==> src/rtl/eag_pkg.sv <==
package eag_pkg;
  typedef enum logic [3:0] {
    EAM_REG     = 4'd0,
    EAM_IMM     = 4'd1,
    EAM_IND     = 4'd2,
    EAM_ABS     = 4'd3,
    EAM_DISP    = 4'd4,
    EAM_IDX     = 4'd5,
    EAM_SCALED  = 4'd6,
    EAM_POSTINC = 4'd7,
    EAM_PREDEC  = 4'd8
  } eam_e;
endpackage

==> src/rtl/eag_scaler.sv <==
module eag_scaler #(
  parameter int W      = 32,
  parameter int STEP_W = 2
) (
  input  logic [W-1:0]      val,
  input  logic [STEP_W-1:0] sel,
  output logic [W-1:0]      scaled,
  output logic [W-1:0]      step
);
  localparam int NSTEP = 1 << STEP_W;

  logic [W-1:0] shifted [NSTEP];
  logic [W-1:0] pow     [NSTEP];

  for (genvar k = 0; k < NSTEP; k++) begin : g_shift
    assign shifted[k] = val << k;
    assign pow[k]     = W'(1) << k;
  end

  assign scaled = shifted[sel];
  assign step   = pow[sel];
endmodule

==> src/rtl/eag_calc.sv <==
module eag_calc
  import eag_pkg::*;
#(
  parameter int W      = 32,
  parameter int STEP_W = 2
) (
  input  logic [3:0]        mode,
  input  logic [W-1:0]      base,
  input  logic [W-1:0]      index,
  input  logic [W-1:0]      disp_ext,
  input  logic [W-1:0]      abs_addr,
  input  logic [STEP_W-1:0] step_sel,
  output logic [W-1:0]      ea,
  output logic              access,
  output logic              wb_en,
  output logic [W-1:0]      wb_value
);
  logic [W-1:0] idx_scaled;
  logic [W-1:0] step;
  logic [W-1:0] base_dec;

  eag_scaler #(.W(W), .STEP_W(STEP_W)) i_scaler (
    .val    (index),
    .sel    (step_sel),
    .scaled (idx_scaled),
    .step   (step)
  );

  assign base_dec = base - step;

  always_comb begin
    ea       = '0;
    access   = 1'b0;
    wb_en    = 1'b0;
    wb_value = '0;
    case (mode)
      EAM_IND:    begin ea = base;                         access = 1'b1; end
      EAM_ABS:    begin ea = abs_addr;                     access = 1'b1; end
      EAM_DISP:   begin ea = base + disp_ext;              access = 1'b1; end
      EAM_IDX:    begin ea = base + index;                 access = 1'b1; end
      EAM_SCALED: begin ea = disp_ext + base + idx_scaled; access = 1'b1; end
      EAM_POSTINC: begin
        ea       = base;
        access   = 1'b1;
        wb_en    = 1'b1;
        wb_value = base + step;
      end
      EAM_PREDEC: begin
        ea       = base_dec;
        access   = 1'b1;
        wb_en    = 1'b1;
        wb_value = base_dec;
      end
      default: ;
    endcase
  end
endmodule

==> src/rtl/eag_top.sv <==
module eag_top
  import eag_pkg::*;
#(
  parameter int ADDR_W = 32,
  parameter int DISP_W = 16,
  parameter int STEP_W = 2
) (
  input  logic              clk,
  input  logic              rst_n,
  input  logic              in_valid,
  input  logic [3:0]        mode,
  input  logic [ADDR_W-1:0] base,
  input  logic [ADDR_W-1:0] index,
  input  logic [DISP_W-1:0] disp,
  input  logic [ADDR_W-1:0] abs_addr,
  input  logic [STEP_W-1:0] step_sel,
  output logic              out_valid,
  output logic [ADDR_W-1:0] ea,
  output logic              mem_access,
  output logic              wb_en,
  output logic [ADDR_W-1:0] wb_value
);
  localparam int EXT_W = ADDR_W - DISP_W;

  logic [ADDR_W-1:0] disp_ext;
  logic [ADDR_W-1:0] c_ea, c_wb_value;
  logic              c_access, c_wb_en;

  logic [ADDR_W-1:0] ea_d, wb_value_d;
  logic              access_d, wb_en_d;

  assign disp_ext = {{EXT_W{disp[DISP_W-1]}}, disp};

  eag_calc #(.W(ADDR_W), .STEP_W(STEP_W)) i_calc (
    .mode     (mode),
    .base     (base),
    .index    (index),
    .disp_ext (disp_ext),
    .abs_addr (abs_addr),
    .step_sel (step_sel),
    .ea       (c_ea),
    .access   (c_access),
    .wb_en    (c_wb_en),
    .wb_value (c_wb_value)
  );

  // next state: load on valid, otherwise hold
  always_comb begin
    ea_d       = ea;
    access_d   = mem_access;
    wb_en_d    = wb_en;
    wb_value_d = wb_value;
    if (in_valid) begin
      ea_d       = c_ea;
      access_d   = c_access;
      wb_en_d    = c_wb_en;
      wb_value_d = c_wb_value;
    end
  end

  always_ff @(posedge clk or negedge rst_n) begin
    if (!rst_n) begin
      out_valid  <= 1'b0;
      ea         <= '0;
      mem_access <= 1'b0;
      wb_en      <= 1'b0;
      wb_value   <= '0;
    end else begin
      out_valid  <= in_valid;
      ea         <= ea_d;
      mem_access <= access_d;
      wb_en      <= wb_en_d;
      wb_value   <= wb_value_d;
    end
  end

  p_valid_delay_r13: assert property (@(posedge clk) disable iff (!rst_n)
    in_valid |=> out_valid);

  p_hold_idle_r13: assert property (@(posedge clk) disable iff (!rst_n)
    !in_valid |=> ($stable(ea) && $stable(wb_value) && $stable(wb_en) && $stable(mem_access)));

  p_wb_implies_access_r11: assert property (@(posedge clk) disable iff (!rst_n)
    wb_en |-> mem_access);

  p_postinc_old_base_r7: assert property (@(posedge clk) disable iff (!rst_n)
    (in_valid && mode == EAM_POSTINC) |=> (ea == $past(base) && wb_en && wb_value != ea));

  p_predec_same_r8: assert property (@(posedge clk) disable iff (!rst_n)
    (in_valid && mode == EAM_PREDEC) |=> (wb_en && ea == wb_value && ea != $past(base)));

  p_no_access_r10: assert property (@(posedge clk) disable iff (!rst_n)
    (in_valid && (mode == EAM_REG || mode == EAM_IMM)) |=> (!mem_access && !wb_en && ea == '0));

  p_indirect_r2: assert property (@(posedge clk) disable iff (!rst_n)
    (in_valid && mode == EAM_IND) |=> (ea == $past(base) && !wb_en));
endmodule

==> config.mk <==
export PLATFORM = sky130hd
export DESIGN_NAME = eag_top
export DESIGN_NICKNAME = d
export VERILOG_FILES = /design/src/rtl/eag_pkg.sv /design/src/rtl/eag_scaler.sv /design/src/rtl/eag_calc.sv /design/src/rtl/eag_top.sv
export SDC_FILE = /design/constraint.sdc
export NUM_CORES = 1
export LEC_CHECK = 0
export BUFFER_PORTS_ARGS = -buffer_cell sky130_fd_sc_hd__buf_2
export CAP_MARGIN = 40
export CORE_AREA = 2 2 190 239
export CTS_BUF_LIST = sky130_fd_sc_hd__clkbuf_8
export DETAILED_ROUTE_END_ITERATION = 10
export DIE_AREA = 0 0 192 241
export PLACE_DENSITY = 0.43
export SETUP_SLACK_MARGIN = 0.05
export SLEW_MARGIN = 20
export SYNTH_ARGS = -nofsm -noshare
export SYNTH_HDL_FRONTEND = slang
export SYNTH_SLANG_ARGS = --single-unit
==> constraint.sdc <==
create_clock -name clk -period 2.75 [get_ports clk]
set_input_delay 0.55 -clock clk [delete_from_list [all_inputs] [get_ports clk]]
set_output_delay 0.55 -clock clk [all_outputs]
set_load 0.01 [all_outputs]
==> metrics.md, run 1 <==
| Metric | Value |
|---|---|
| Clk slew on worst S/H paths | `90 ps` |
| Syn_area_per_cell | `7.98 um2` |
| FILL cells | `4600` |
| Max Slew Vio Count | `0` |
| CP max-delay cell | `a211o_4` |
| Worst-Margin Slew | `663 ps` |
| Fin crit period | `4140 ps` |
| Clk sinks | `67` |
| Final TNS setup | `-25640 ps` |
| WL final | `53.8 mm` |
| DRC Markers | `0` |
| Critical Path, Cell by Cell | `buf_6 > ha_4 > fa_2 > a21o_1 > a31o_4 > a211o_4 > a311oi_2 > o21bai_2 > xor2_2 > ha_1 > a21o_1 > a211o_1 > o211ai_1 > buf_4 > a31oi_1 > buf_4 > mux2i_2 > a211o_1 > o211ai_1` |
| Leading cell type in the layout, fill and taps excluded | `buf_4` |
| Cell count along the critical path | `19` |
| Most frequent cells in the layout | `buf_4, buf_2, nor2_1` |
| CTS buffer count | `9` |
| Number of synthesized flops with an enable pin | `0` |
| Status | `finished with violations` |
| Antenna Nets Post-Route | `0` |
| WP buf/inv | `3` |
| CP Max Fanout | `2` |
| DIE AREA | `46300 um2` |
| DP HPWL | `44.2 mm` |
| Pwr Density | `406 nW/um2` |
| Fin. Hold Viols | `0` |
| Max Fclk | `241 MHz` |
| Critical path type | `input pin to flop` |
| Vias after detailed routing | `13400` |
| Gpl congestion | `0.920` |
| Row Count | `86` |
| CTS tree | `built` |
| Seq/Total Area, Yosys | `15.4%` |
| DRT Pass-1 Iters | `6` |
| Clock buffer depth | `2` |
| Slowest stage delay, CP | `370 ps` |
| Number of max-cap violations | `0` |
| Crit path max-delay family | `compound AO/OA/AOI/OAI gates` |
| Yosys warns | `0` |
| Slew headroom | `55.8%` |
| GRT Total Usage | `23.2%` |
| Violated checks | `negative setup slack` |
| Setup violators final | `27` |
| Starting Density | `24.9%` |
| Via density per instance | `5.27` |
| Chip Width | `192 um` |
| Fin nets | `2187` |
| Post-synthesis instance total | `1368` |
| Vias in the first global route | `13800` |
| Hold WC Path Type | `input pin to async pin` |
| Final period util | `151%` |
| CP Launch Type | `input pin` |
| Clock Tree Root | `clkbuf_8` |
| Ports | `188` |
| Chip Height | `241 um` |
| Core box area | `43900 um2` |
| Asr flop ratio synth | `100%` |
| Worst-Skew Late Latency | `420 ps` |
| Synthesized flop and latch total | `67` |
| CP Capture Type | `flop` |
| Setup ws final | `-1390 ps` |
| Port bufs | `187` |
| RSZ-0062 raised after global routing | `true` |
| Number of DRC markers in iteration 0 | `692` |
| Share of layout cells above drive strength 1 | `47.9%` |
| H-tree levels | `3` |
| Clock Skew | `0 ps` |
| Layout area overhead | `62.1%` |
| Final Util | `40.3%` |
| Grt ovf | `0` |
| Crit path arrival time | `4470 ps` |
| WL/cell | `21.2 um` |
| R2R depth | `7` |
| Static Leak | `8.09 nW` |
| Syn nets | `1596` |
| Peak supply drop | `0.000215 V` |
| Synth unique cells | `96` |
| First-pass GRT wire length | `80.5 mm` |
| Largest net degree at the start of global routing | `60` |
| Most used DFF post-synth | `dfrtp_1` |
| Initial antenna violation count | `4` |
| WP data required | `3080 ps` |
| Synthesized area | `10900 um2` |
| Total Power | `7.18 mW` |
-- per-layer routing --
| layer | track usage [%] | vias to the layer above | share of wire, % |
|---|---|---|---|
| li1 | - | 6440 | - |
| met1 | 26.2 | 6510 | 39 |
| met2 | 43.6 | 332 | 52 |
| met3 | 2.06 | 91 | 3.4 |
| met4 | 10.7 | 0 | 4.9 |
| met5 | 0 | - | 0 |
-- metrics by stage --
step	worst slack [ps]	area [um2]	instances	hold WS, ps
finish	-1390	17700	2539	72.3
detailed placement	-1860	16000	2487	463
global route	-1590	17700	2537	86.7
global placement	-1790	16000	2487	462
CTS	-1390	17100	2522	73.5
floorplan	-1320	11400	1368	254
-- worst paths after layout --
kind	start	to	slack, ps
max reg2reg	ea[31]	ea[31]	1080
max in group asynchronous	rst_n	wb_en	2040
min in group clk	wb_value[11]	wb_value[11]	480
max	base[0]	ea[31]	-1390
min reg2reg	wb_value[11]	wb_value[11]	480
min	rst_n	ea[30]	70
-- logic make-up (layout without fill, tap and decap cells) --
| logic type | after synthesis | after routing | share of synthesized area, % |
|---|---|---|---|
| simple gates | 417 | 417 | 19.4 |
| buf+inv | 125 | 721 | 5.25 |
| mux | 44 | 44 | 7.34 |
| other cells | 0 | 3 | 0 |
| xor+xnor | 102 | 102 | 8.18 |
| compound gates | 506 | 506 | 31.8 |
| fa+ha+maj | 107 | 107 | 12.6 |
| flops | 67 | 67 | 15.4 |
-- layout make-up --
| cell class | count | area, um2 | area share [%] |
|---|---|---|---|
| Multi-Input combinational cell | 1176 | 10100 | 57.0 |
| Clock buffer | 9 | 124 | 0.700 |
| Tap cell | 572 | 716 | 4.04 |
| Timing Repair Buffer | 667 | 4840 | 27.3 |
| Clock inverter | 7 | 93.8 | 0.530 |
| Inverter | 38 | 148 | 0.834 |
| Sequential cell | 67 | 1680 | 9.47 |
| Antenna cell | 3 | 7.51 | 0.0424 |
-- flip-flops by register name, summed over array words and instances (netlist names) --
| signal | flops |
|---|---|
| ea | 32 |
| mem_access | 1 |
| out_valid | 1 |
| wb_en | 1 |
| wb_value | 32 |
-- repair_timing --
| action | 4_1_cts | 5_1_grt |
|---|---|---|
| pin swaps | 82 | 90 |
| hold buffers | 0 | 0 |
| gates resized for setup | 136 | 96 |
| buffers inserted | 22 | 17 |
| setup endpoints to repair | 45 | 46 |
-- report_power, final --
group	internal, mW	switching, mW	total [mW]	leakage (nW)
clock network	0.509	0.532	1.04	0.111
registers	1.06	0.0556	1.12	0.879
logic	2.52	2.50	5.02	7.10
-- synth_stat cells (all sizes together), types with 33 or more instances --
cell type / n / share of area [%]
nor3: 33 / 1.7
inv: 37 / 1.3
nand2: 95 / 3.3
dfrtp: 67 / 15
nor2: 123 / 4.3
ha: 102 / 12
clkbuf: 64 / 2.5
xor2: 41 / 3.3
a21oi: 125 / 5.7
a21o: 51 / 3.5
xnor2: 61 / 4.9
o21ai: 90 / 4.1
Note: power is estimated with default switching activity, not from simulation.
==> run 2, diff against run 1 <==
BUFFER_PORTS_ARGS = not set   (was -buffer_cell sky130_fd_sc_hd__buf_2)
DONT_BUFFER_PORTS = 1   (was not set)
PLACE_DENSITY = 0.39   (was 0.43)
==> run 2 against run 1 <==
Net effect:
- sequential power rose by 5%
- die area did not move
- hold slack improved by 76 ps
- cell count fell by 11%
- sequential share of layout area rose by 1.4 points
- the flow still finishes with violations (negative setup slack)
- worst setup slack improved by 200 ps
- critical endpoint is now ea[23]
- total power fell by 11%
- via count fell by 9.4%
- wire length fell by 2.2%
- clock power barely moved
==> metrics.md, run 2 (synthesis results as in run 1) <==
| Metric | Value |
|---|---|
| Comb pwr share | `65.4% (-4.5 points)` |
| Clk slew on worst S/H paths | `90 ps (about the same)` |
| Initial antenna violation count | `0 (-4)` |
| Hold path startpoint | `in_valid` |
| RSZ-0062 raised after global routing | `true` |
| WL final | `52.6 mm (-2.2%)` |
| Footprint of the multi-input gates | `9550 um2 (-5.4%)` |
| Register area | `1680 um2 (unchanged)` |
| WP data required | `3080 ps (about the same)` |
| Crit path arrival time | `4280 ps (-190 ps)` |
| DRT Pass-1 Iters | `5 (-1)` |
| Row Count | `86 (unchanged)` |
| CP Capture Type | `flop` |
| Final Util | `35.1% (-5.3 points)` |
| Core box area | `43900 um2 (unchanged)` |
| Flop2flop setup slack | `1150 ps (+70 ps)` |
| First-pass GRT wire length | `77.9 mm (-3.3%)` |
| Setup ws final | `-1190 ps (+199 ps)` |
| Ports | `188 (unchanged)` |
| Chip Width | `192 um (unchanged)` |
| Chip Height | `241 um (unchanged)` |
| Sw frac | `41.6% (-1.4 points)` |
| Status | `finished with violations` |
| Vias after detailed routing | `12100 (-9.4%)` |
| Fin. Hold Viols | `0 (unchanged)` |
| Fin crit period | `3940 ps (-199 ps)` |
| Met3 Use GR | `5.15% (+3.1 points)` |
| Via density per instance | `5.36 (+1.7%)` |
| Share of layout cells above drive strength 1 | `35.9% (-12 points)` |
| FF-to-FF Start | `ea[31]` |
| Grt ovf | `0 (unchanged)` |
| Leading cell type in the layout, fill and taps excluded | `buf_4` |
| GRT Total Usage | `22.8% (-0.35 points)` |
| Sequential power share | `18.5% (+2.9 points)` |
| Critical Path, Cell by Cell | `ha_4 > fa_2 > a21o_1 > a31o_1 > a211o_1 > a311oi_2 > o21bai_2 > xor2_1 > ha_1 > a21o_1 > a211o_1 > o211ai_1 > nor2b_2 > xnor2_1 > a2111oi_1 > a21bo_2` |
| Setup violators final | `27 (unchanged)` |
| Total Power | `6.41 mW (-11%)` |
| Most frequent cells in the layout | `buf_4, nor2_1, a21oi_1` |
| Port bufs | `0 (-100%)` |
| Clk sinks | `67 (unchanged)` |
| Met2 global-route usage | `43.6% (about the same)` |
| NetSw | `2.67 mW (-14%)` |
| Met1 usage | `24.1% (-2.2 points)` |
| WL/cell | `23.3 um (+9.9%)` |
| Pre-CTS WS | `-1680 ps (+182 ps)` |
| Final period util | `143% (-7.2 points)` |
| Clock share of power | `16.2% (+1.7 points)` |
| DIE AREA | `46300 um2 (unchanged)` |
| Worst-Margin Slew | `629 ps (-33.8 ps)` |
| CP Max Fanout | `5 (+3)` |
| DP Area | `14500 um2 (-9.7%)` |
| Design Area, Final | `15400 um2 (-13%)` |
| Violated checks | `negative setup slack` |
| Clock buffer depth | `2 (unchanged)` |
| Antenna Nets Post-Route | `0 (unchanged)` |
| R2r endpoint | `ea[31]` |
| Worst-Skew Late Latency | `440 ps (+20 ps)` |
| Inst Count DP | `2227 (-10%)` |
| CTS buffer count | `9 (unchanged)` |
| Hold WC Path Type | `input pin to flop` |
| H-tree levels | `3 (unchanged)` |
| Worst hold stages | `0` |
| Peak supply drop | `0.000243 V (+13%)` |
| DP HPWL | `42.9 mm (-3.0%)` |
| Hold Path Sink | `out_valid` |
| Biggest regs | `ea: 32 flops, wb_value: 32 flops` |
| FILL cells | `4671 (+1.5%)` |
| Slowest stage delay, CP | `390 ps (+20 ps)` |
| Number of max-cap violations | `0 (unchanged)` |
| Fin nets | `1913 (-13%)` |
| Max Fclk | `254 MHz (+5.1%)` |
| CP Launch Type | `input pin` |
| Pwr Density | `417 nW/um2 (+2.7%)` |
| Slew headroom | `57.9% (+2.1 points)` |
| R2R depth | `6 (-1)` |
| Starting Density | `24.9% (unchanged)` |
| Largest net degree at the start of global routing | `68 (+13%)` |
| Static Leak | `6.68 nW (-17%)` |
| Max Slew Vio Count | `0 (unchanged)` |
| Critical path type | `input pin to flop` |
| CP max-delay cell | `a211o_1` |
| Gr busiest metal | `met2` |
| Gpl congestion | `0.919 (-0.17%)` |
| Layout area overhead | `41.0%` |
| Clock Tree Root | `clkbuf_8` |
| Clock Skew | `0 ps (unchanged)` |
| Antenna Cells | `0 (-3)` |
| P_int | `3.75 mW (-8.4%)` |
| CTS tree | `built` |
| DRC Markers | `0 (unchanged)` |
| Vias in the first global route | `12400 (-10%)` |
| Number of DRC markers in iteration 0 | `635 (-8.2%)` |
| Non-filler cells, final | `2261 (-11%)` |
==> run 2: through the flow <==
step                      TNS, ps  hold slack, ps
after floorplan            -24010             254
after global placement     -38820             257
after detailed placement   -39470             258
after CTS                  -21400             106
after global routing       -27680             109
final                      -22580             149
==> run 2: critical path: cells and delay by family <==
| kind | cells | cell delay [ps] |
|---|---|---|
| compound gates | 10 | 2440 |
| fa+ha+maj | 3 | 790 |
| xor+xnor | 2 | 280 |
| simple gates | 1 | 210 |
==> run 2: worst max-delay path by stage <==
stage	endpoint	slack, ps	from
3_5_place_dp	ea[23]	-1680	base[0]
6_report	ea[23]	-1190	base[0]
2_1_floorplan	ea[23]	-1320	base[0]
4_1_cts	ea[23]	-1170	base[0]
5_1_grt	ea[31]	-1430	base[0]
3_3_place_gp	ea[23]	-1690	base[0]
==> run 2: what timing repair did <==
item,in CTS,in global routing
resized for setup,64,52
hold endpoints to repair,67,0
buffers inserted,13,11
endpoints found under the setup margin,27,32
pin swaps,62,70
hold buffers,2,0
==> run 2: cell type report <==
class	count	share of cell area, %
clock buffers	9	0.805
well taps	572	4.65
clock inverters	6	0.593
repair buffers	393	20.1
multi-input cells	1176	62.1
flip-flops and latches	67	10.9
inverters	38	0.927
==> run 2: metal layers <==
metal,part of all wire [%],vias to the layer above
li1,-,5898
met3,6.0,72
met2,53,279
met1,37,5862
met5,0,-
met4,3.7,0
==> run 2: power by group through the flow <==
stage	clock (mW)	sequential (mW)	combinational [mW]
5_1_grt	1.10	1.20	4.57
6_report	1.04	1.18	4.19
3_5_place_dp	0	1.21	3.69
2_1_floorplan	0	1.17	2.22
3_3_place_gp	0	1.21	3.71
4_1_cts	1.07	1.19	4.04
